### config.mk
export PLATFORM = sky130hd
export DESIGN_NAME = pwm_lf_core
export DESIGN_NICKNAME = d
export VERILOG_FILES = /design/src/rtl/pwm_lf_pkg.sv /design/src/rtl/pwm_lf_prescaler.sv /design/src/rtl/pwm_lf_counter.sv /design/src/rtl/pwm_lf_shaper.sv /design/src/rtl/pwm_lf_core.sv
export SDC_FILE = /design/constraint.sdc
export NUM_CORES = 1
export LEC_CHECK = 0
export ABC_AREA = 0
export BUFFER_PORTS_ARGS = -buffer_cell sky130_fd_sc_hd__buf_2
export CELL_PAD_IN_SITES_DETAIL_PLACEMENT = 2
export CELL_PAD_IN_SITES_GLOBAL_PLACEMENT = 2
export CORE_AREA = 2 2 124 126
export CTS_CLUSTER_DIAMETER = 200
export DETAILED_ROUTE_END_ITERATION = 8
export DIE_AREA = 0 0 126 128
export PLACE_DENSITY_LB_ADDON = 0.3
export SLEW_MARGIN = 20
export SYNTH_ARGS = -nofsm -noshare
export SYNTH_HDL_FRONTEND = slang
export SYNTH_SLANG_ARGS = --single-unit
### constraint.sdc
create_clock -name clk -period 4.1 [get_ports clk]
set_input_delay 0.205 -clock clk [delete_from_list [all_inputs] [get_ports clk]]
set_output_delay 0.205 -clock clk [all_outputs]
set_load 0.005 [all_outputs]
### src/rtl/pwm_lf_pkg.sv
package pwm_lf_pkg;

  // Divider select codes
  typedef enum logic [1:0] {
    DIV_1    = 2'd0,
    DIV_16   = 2'd1,
    DIV_256  = 2'd2,
    DIV_2048 = 2'd3
  } psel_e;

  localparam int unsigned PSEL_W  = 2;
  localparam int unsigned PSEL_N  = 4;

  // log2 of the division ratio for each select code
  function automatic int unsigned div_shift(input int unsigned code);
    case (code)
      0:       div_shift = 0;
      1:       div_shift = 4;
      2:       div_shift = 8;
      default: div_shift = 11;
    endcase
  endfunction

endpackage

### src/rtl/pwm_lf_prescaler.sv
module pwm_lf_prescaler
  import pwm_lf_pkg::*;
#(
  parameter int unsigned PRE_W = 11
) (
  input  logic              clk,
  input  logic              rst,
  input  logic              run,
  input  logic [PSEL_W-1:0] psel,
  output logic              tick
);

  logic [PRE_W-1:0] pre_q;
  logic [PRE_W-1:0] lim_tab [PSEL_N];
  logic [PRE_W-1:0] lim;

  // One terminal value per select code
  for (genvar g = 0; g < PSEL_N; g++) begin : g_lim
    localparam int unsigned SH = div_shift(g);
    assign lim_tab[g] = PRE_W'((1 << SH) - 1);
  end

  assign lim  = lim_tab[psel];
  // >= keeps the divider safe if the select shrinks mid-count
  assign tick = run && (pre_q >= lim);

  always_ff @(posedge clk) begin
    if (rst || !run || tick) begin
      pre_q <= '0;
    end else begin
      pre_q <= pre_q + 1'b1;
    end
  end

endmodule

### src/rtl/pwm_lf_counter.sv
module pwm_lf_counter #(
  parameter int unsigned CNT_W = 24
) (
  input  logic             clk,
  input  logic             rst,
  input  logic             run,
  input  logic             tick,
  input  logic [CNT_W-1:0] cyc,
  input  logic [CNT_W-1:0] low,
  output logic [CNT_W-1:0] cnt_q,
  output logic [CNT_W-1:0] cnt_d,
  output logic [CNT_W-1:0] shadow_d,
  output logic             wrap
);

  logic [CNT_W-1:0] shadow_q;

  assign wrap = tick && (cnt_q >= cyc);

  always_comb begin
    if (!run || wrap) begin
      cnt_d = '0;
    end else if (tick) begin
      cnt_d = cnt_q + 1'b1;
    end else begin
      cnt_d = cnt_q;
    end
  end

  // Low width is captured while idle and at each wrap only
  assign shadow_d = (!run || wrap) ? low : shadow_q;

  always_ff @(posedge clk) begin
    if (rst) begin
      cnt_q    <= '0;
      shadow_q <= '0;
    end else begin
      cnt_q    <= cnt_d;
      shadow_q <= shadow_d;
    end
  end

endmodule

### src/rtl/pwm_lf_shaper.sv
module pwm_lf_shaper #(
  parameter int unsigned CNT_W = 24
) (
  input  logic             clk,
  input  logic             rst,
  input  logic             run,
  input  logic             tmode,
  input  logic             pol,
  input  logic [CNT_W-1:0] cnt_d,
  input  logic [CNT_W-1:0] shadow_d,
  input  logic             wrap,
  output logic             pwm_q,
  output logic             rise_q,
  output logic             fall_q,
  output logic             clr_q
);

  logic drive;
  logic level;
  logic pwm_d;

  assign drive = run && !tmode;
  // First phase while count is below the low width
  assign level = (cnt_d >= shadow_d) ^ pol;
  assign pwm_d = drive ? level : pol;

  always_ff @(posedge clk) begin
    if (rst) begin
      pwm_q  <= 1'b0;
      rise_q <= 1'b0;
      fall_q <= 1'b0;
      clr_q  <= 1'b0;
    end else begin
      pwm_q  <= pwm_d;
      rise_q <= drive && pwm_d && !pwm_q;
      fall_q <= drive && !pwm_d && pwm_q;
      clr_q  <= wrap;
    end
  end

endmodule

### src/rtl/pwm_lf_core.sv
module pwm_lf_core
  import pwm_lf_pkg::*;
#(
  parameter int unsigned CNT_W = 24,
  parameter int unsigned PRE_W = 11
) (
  input  logic              clk,
  input  logic              rst,
  input  logic              en_i,
  input  logic              tmode_i,
  input  logic              pol_i,
  input  logic [PSEL_W-1:0] psel_i,
  input  logic [CNT_W-1:0]  cyc_i,
  input  logic [CNT_W-1:0]  low_i,
  output logic              pwm_o,
  output logic [CNT_W-1:0]  cnt_o,
  output logic              rise_o,
  output logic              fall_o,
  output logic              clr_o
);

  logic             tick;
  logic             wrap;
  logic [CNT_W-1:0] cnt_d;
  logic [CNT_W-1:0] shadow_d;

  pwm_lf_prescaler #(.PRE_W(PRE_W)) u_pre (
    .clk  (clk),
    .rst  (rst),
    .run  (en_i),
    .psel (psel_i),
    .tick (tick)
  );

  pwm_lf_counter #(.CNT_W(CNT_W)) u_cnt (
    .clk      (clk),
    .rst      (rst),
    .run      (en_i),
    .tick     (tick),
    .cyc      (cyc_i),
    .low      (low_i),
    .cnt_q    (cnt_o),
    .cnt_d    (cnt_d),
    .shadow_d (shadow_d),
    .wrap     (wrap)
  );

  pwm_lf_shaper #(.CNT_W(CNT_W)) u_shp (
    .clk      (clk),
    .rst      (rst),
    .run      (en_i),
    .tmode    (tmode_i),
    .pol      (pol_i),
    .cnt_d    (cnt_d),
    .shadow_d (shadow_d),
    .wrap     (wrap),
    .pwm_q    (pwm_o),
    .rise_q   (rise_o),
    .fall_q   (fall_o),
    .clr_q    (clr_o)
  );

endmodule

# After elaboration in Yosys (flattened, before gate mapping)
# Cells that the tools add are included.
# W data, S select, Z words.
[op_classes]
add_sub_neg = 2
n_mul = 0
n_div = 0
order_cmp = 4
eq_ne = 0
shift = 0
muxes = 7
bitwise_logic = 2
n_reduce_logical = 14
[op_table]
columns = ["op", "n"]
rows = [
  ["$mux W24", 3],
  ["$ge A24 B24 Y1", 2],
  ["$add A24 B1 Y24 const B", 1],
  ["$bmux W11 S2", 1],
  ["$mux W11", 2],
  ["$add A11 B1 Y11 const B", 1],
  ["$ge A11 B11 Y1", 1],
  ["$logic_and A1 B1 Y1", 7],
  ["$logic_not A1 Y1", 4],
  ["$ge A3 B3 Y1 const B", 1],
  ["$logic_or A1 B1 Y1", 3],
  ["$not A2 Y3", 1],
  ["$mux W1", 1],
  ["$xor A1 B1 Y1", 1],
]
[totals]
regBits = 63
latch_bits = 0
ram_bits = 0
romBits = 0
in_bits = 55
out_inout_bits = 28
elab_cells = 36
mem_count = 0

# Depth between registers and ports, before layout
[logic_depth]
ltp_word = 15
ltp_mapped = 18
mapped_depth_nobuf = 16

# Hierarchy
# A second synthesis with hierarchy kept.
[unflattened]
hier_cells = 505
area_unflattened_um2 = 4498.1
[modules_own_cells]
columns = ["mod", "instances", "cells_per_inst", "area_each_um2", "seq_area_each_um2"]
rows = [
  ["pwm_lf_counter", 1, 326, 3024.2, 960.9],
  ["pwm_lf_shaper", 1, 99, 748.2, 80.1],
  ["pwm_lf_prescaler", 1, 80, 725.7, 220.2],
]

# Worst setup path before layout
# No wires, ideal clock.
[synth_path]
path_kind = "reg2reg"
from = "register u_cnt.cnt_q[7]"
to = "register u_shp.rise_q"
setup_time_ns = 0.127
arrival_time_ns = 3.426
required_time_ns = 3.973
slack_ns = 0.546
path_stages_with_launch = 17
n_path_buf = 2
synth_period_minus_slack_ns = 3.554
cell_sequence = "dfxtp_1 > ha_1 > a21oi_1 > a21oi_1 > o31a_1 > a31o_2 > o21ai_1 > buf_4 > buf_6 > mux2i_1 > ha_1 > a21oi_1 > o21ai_0 > a221oi_1 > mux2i_1 > nand4b_1 > nor4b_1"
[synth_between]
elab_chain_cells = 9
word_cells_on_any_way = 12
cone_classes = "add/sub (1); order compare (2); mux (4); bitwise (1); reduce/logical (4)"
[synth_lines]
columns = ["item", "line", "rtl"]
rows = [
  ["start: declaration", "pwm_lf_counter.sv:10", "output logic [CNT_W-1:0] cnt_q,"],
  ["start signal: assignment", "pwm_lf_counter.sv:38", "cnt_q <= cnt_d;"],
  ["$ge A24 B24 Y1", "pwm_lf_counter.sv:18", "assign wrap = tick && (cnt_q >= cyc);"],
  ["$logic_and A1 B1 Y1", "pwm_lf_counter.sv:18", ""],
  ["$logic_or A1 B1 Y1", "pwm_lf_counter.sv:21, pwm_lf_counter.sv:31", ""],
  ["$mux W24, on equally long branches", "pwm_lf_counter.sv:21, pwm_lf_counter.sv:31", ""],
  ["$ge A24 B24 Y1 *", "pwm_lf_shaper.sv:24", "assign level = (cnt_d >= shadow_d) ^ pol;"],
  ["$xor A1 B1 Y1 *", "pwm_lf_shaper.sv:24", ""],
  ["$mux W1 *", "pwm_lf_shaper.sv:25", "assign pwm_d = drive ? level : pol;"],
  ["$logic_and A1 B1 Y1 * (2 in series)", "pwm_lf_shaper.sv:35", "rise_q <= drive && pwm_d && !pwm_q;"],
  ["end signal: assignment", "pwm_lf_shaper.sv:35", ""],
  ["end: declaration", "pwm_lf_shaper.sv:13", "output logic rise_q,"],
]
# Every way passes the cells marked *; elsewhere a longest branch is shown, timed or not.
# A chain may end at the register's enable or synchronous reset.

# Worst setup path in the final report
[layout_path]
from = "register u_pre.pre_q[9]"
to = "register u_shp.rise_q"
[layout_between]
elab_chain_cells = 10
word_cells_on_any_way = 12
cone_classes = "order compare (2); mux (4); bitwise (1); reduce/logical (5)"
[layout_lines]
columns = ["item", "line", "rtl"]
rows = [
  ["start: declaration", "pwm_lf_prescaler.sv:13", "logic [PRE_W-1:0] pre_q;"],
  ["start signal: assignment", "pwm_lf_prescaler.sv:31", "pre_q <= pre_q + 1'b1;"],
  ["$ge A11 B11 Y1 *", "pwm_lf_prescaler.sv:25", "assign tick = run && (pre_q >= lim);"],
  ["$logic_and A1 B1 Y1 *", "pwm_lf_prescaler.sv:25", ""],
  ["$logic_and A1 B1 Y1", "pwm_lf_counter.sv:18", ""],
  ["$logic_or A1 B1 Y1", "pwm_lf_counter.sv:21, pwm_lf_counter.sv:31", ""],
  ["$mux W24, on equally long branches", "pwm_lf_counter.sv:21, pwm_lf_counter.sv:31", ""],
  ["$ge A24 B24 Y1 *", "pwm_lf_shaper.sv:24", ""],
  ["$xor A1 B1 Y1 *", "pwm_lf_shaper.sv:24", ""],
  ["$mux W1 *", "pwm_lf_shaper.sv:25", ""],
  ["$logic_and A1 B1 Y1 * (2 in series)", "pwm_lf_shaper.sv:35", ""],
]
# Marks and branches as above.

==> flow_summary.ini <==
[status]
status = finished clean

[grt]
overflow = 0
grt_pass1_vias = 5321
grt_max_degree = 64
grt_pass1_wl_mm = 27.72
grt_usage_pct = 21.75
antenna_found_initial = 0

[route]
vias_per_cell = 5.399
drc_errors = 0
wire_per_inst_microns = 19.72
drt_iter0_markers = 156
maxUsedRoutingLayer = met4
first_pass_iters = 4
antenna_left = 0
wl_met1_mm = 7.642
met3_wirelength_microns = 688
wl_mm = 17.55
wl_met2_mm = 8.869
vias = 4805

[floorplanning]
die-area_sq_um = 16130
fp-row-count = 45
die_width_microns = 126
core-area_sq_um = 14860
die_h_microns = 128
initial_core_util_pct = 33.27
io-pin-count = 83

[setup_path]
crit_fanout = 7
critPathMaxStageDelay_ps = 430
r2r_cells = 15
slowest_stage = a221oi_2
worstSetupPathType = reg -> reg
cp.required_ps = 4320
r2r_start = u_pre.pre_q[9]
r2r_slack_ps = 180
rr_endpoint = u_shp.rise_q
cp_data_arrival_time_ps = 4140
endpoint_kind = flip-flop
startpoint_type = flip-flop
path_cells = ha_1 -> a21o_1 -> a221oi_2 -> o211a_1 -> o21ai_2 -> buf_4 -> o21ai_4 -> buf_4 -> mux2i_1 -> ha_1 -> and4_1 -> a221oi_2 -> mux2i_1 -> nand4b_1 -> nor4b_1

[sta]
timing.fmax_mhz = 255.1
period_share_pct = 95.60
hold_viol = 0
maxSlewViolCount = 0
finClkSkew_ps = 6.855
setup_viol = 0
tightestPinTransition_ps = 898.8
relSlewSlack_pct = 40.08
period_needed_ps = 3920
setup_ws_ps = 180.2

[worst_hold_path]
hold_start = tmode_i
holdPathEnd = u_shp.fall_q
hold_path_class = in -> reg
min_path_cells = 2

[clock_tree]
ctsHoldBuffers = 0
clk_pin_slew_ps = 60
tritoncts = built
clock-sinks = 63
ctsLongestPathBuffers = 2
cts_buffers = 9
clkLatencyLatePin_ps = 340
htree_levels = 3
ctsRootBufferMaster = clkbuf_16

[yosys]
synth_edf_count = 0
yosysSeqAreaShare_pct = 25.50
synthesis.nets = 700
ys_seq_elements = 63
synth_flop_cell = dfxtp_1
synth_cell_types = 61
syn_area_sq_um = 4946
synth_warnings = 0
async_flop_share_pct = 0
synthCells = 584
syn_avg_cell_area_sq_um = 8.469

[final_layout]
drive_gt1_share_pct = 24.07
final_cell_mix = buf_2 (82), dfxtp_1 (63), ha_1 (61)
nFillCells = 1713
area_growth_pct = 24.21
postLayoutCellArea_sq_um = 6143
final_cells = 890
mostFrequentLayoutCell = buf_2
nets = 813
antennaDiodeCount = 0

[placed_design]
place_area_sq_um = 5789
placedCellCount = 868
hpwl_mm = 13.73
place.gp.congestion = 0.8697
pre_cts_ws_ps = -89.87
port_buffers = 82

[power]
p_per_area_nw_per_um2 = 259.7
leakage_nw = 2.963
power_mw = 1.595
vdd_drop_max_mv = 0.1840

[job]
maxCapViolations = 0
[worst max-delay path by stage]
stage | start | to | cells past startpoint
global route | u_pre.pre_q[9] | u_shp.rise_q | 15
global placement | psel_i[1] | u_shp.rise_q | 18
detailed placement | psel_i[1] | u_shp.rise_q | 18
floorplan | u_cnt.cnt_q[7] | u_shp.rise_q | 16
finish | u_pre.pre_q[9] | u_shp.rise_q | 15
CTS | u_cnt.cnt_q[0] | u_shp.rise_q | 16
[through the flow]
stage / utilization, % / TNS, ps / hold WS (ps)
floorplan: - / 0 / 281.7
global placement: 38.95 / 0 / 443.1
detailed placement: 38.95 / -193.4 / 449.2
CTS: 40.77 / 0 / 84.70
global route: 41.33 / -205.0 / 80.06
finish: 41.33 / 0 / 90.49
[area by class of cell]
type | instances | area, sq um | share of cell area [%]
flip-flops and latches | 63 | 1261 | 20.53
repair buffers | 134 | 820.8 | 13.36
well taps | 188 | 235.2 | 3.829
clock buffers | 16 | 271.5 | 4.420
multi-input cells | 459 | 3442 | 56.03
inverters | 30 | 112.6 | 1.833
[where the power goes]
part	switching [mW]	internal, mW
clock	0.291	0.444
sequential	0.00966	0.627
combinational	0.124	0.0987
[layer usage]
layer | up-vias | track usage, %
met3 | 27 | 3.297
li1 | 2317 | -
met5 | - | 0
met4 | 0 | 8.403
met1 | 2356 | 26.27
met2 | 105 | 38.90
[flip-flops by register name, summed over array words and instances (netlist names)]
| signal | cells |
|---|---|
| u_cnt.cnt_q | 24 |
| u_cnt.shadow_q | 24 |
| u_pre.pre_q | 11 |
| u_shp.clr_q | 1 |
| u_shp.fall_q | 1 |
| u_shp.pwm_q | 1 |
| u_shp.rise_q | 1 |
[synth_stat cells (all sizes together) (3+ instances only)]
| cell | count | share of area, % |
|---|---|---|
| a211oi | 3 | 0.46 |
| a21boi | 3 | 0.53 |
| a21o | 5 | 0.76 |
| a21oi | 23 | 2.3 |
| a31oi | 7 | 1.0 |
| and3 | 9 | 1.1 |
| and4 | 4 | 0.71 |
| buf | 14 | 2.1 |
| clkbuf | 18 | 1.4 |
| dfxtp | 63 | 25 |
| ha | 61 | 15 |
| inv | 30 | 2.3 |
| mux2i | 48 | 9.7 |
| nand2 | 30 | 2.3 |
| nand2b | 55 | 7.0 |
| nand3 | 39 | 4.0 |
| nand4 | 18 | 2.7 |
| nor2 | 29 | 2.2 |
| nor2b | 3 | 0.38 |
| nor3 | 37 | 4.0 |
| nor3b | 5 | 0.76 |
| nor4 | 8 | 1.9 |
| nor4b | 3 | 0.66 |
| o211ai | 9 | 1.4 |
| o21ai | 13 | 1.3 |
| or2 | 3 | 0.38 |
| xnor2 | 15 | 2.7 |
| xor2 | 8 | 1.4 |
[cell families after synthesis]
family                     synth area share [%]
AOI/OAI and AO/OA                         10.02
xor gates and xnor gates                  4.073
buffers and inverters                     5.742
adders and majority gates                 15.43
and+or+nand+nor                           29.29
muxes                                     9.942
DFF                                       25.50
[critical path, delay by kind of cell (launching register included)]
| kind | cells | cell delay [ps] |
|---|---|---|
| AO/OA/AOI/OAI | 6 | 1420 |
| adder cells (fa/ha/maj) | 2 | 630 |
| AND/OR/NAND/NOR | 3 | 540 |
| multiplexers | 2 | 510 |
| buffers and inverters | 2 | 360 |
| flip-flops | 1 | 330 |
[repair_timing]
action / 4_1_cts / 5_1_grt
setup endpoints to repair: 0 / 3
gates resized for setup: 0 / 7
buffers inserted: 0 / 6
hold endpoints to repair: 0 / 0
Power figures use the tool's default switching activity.
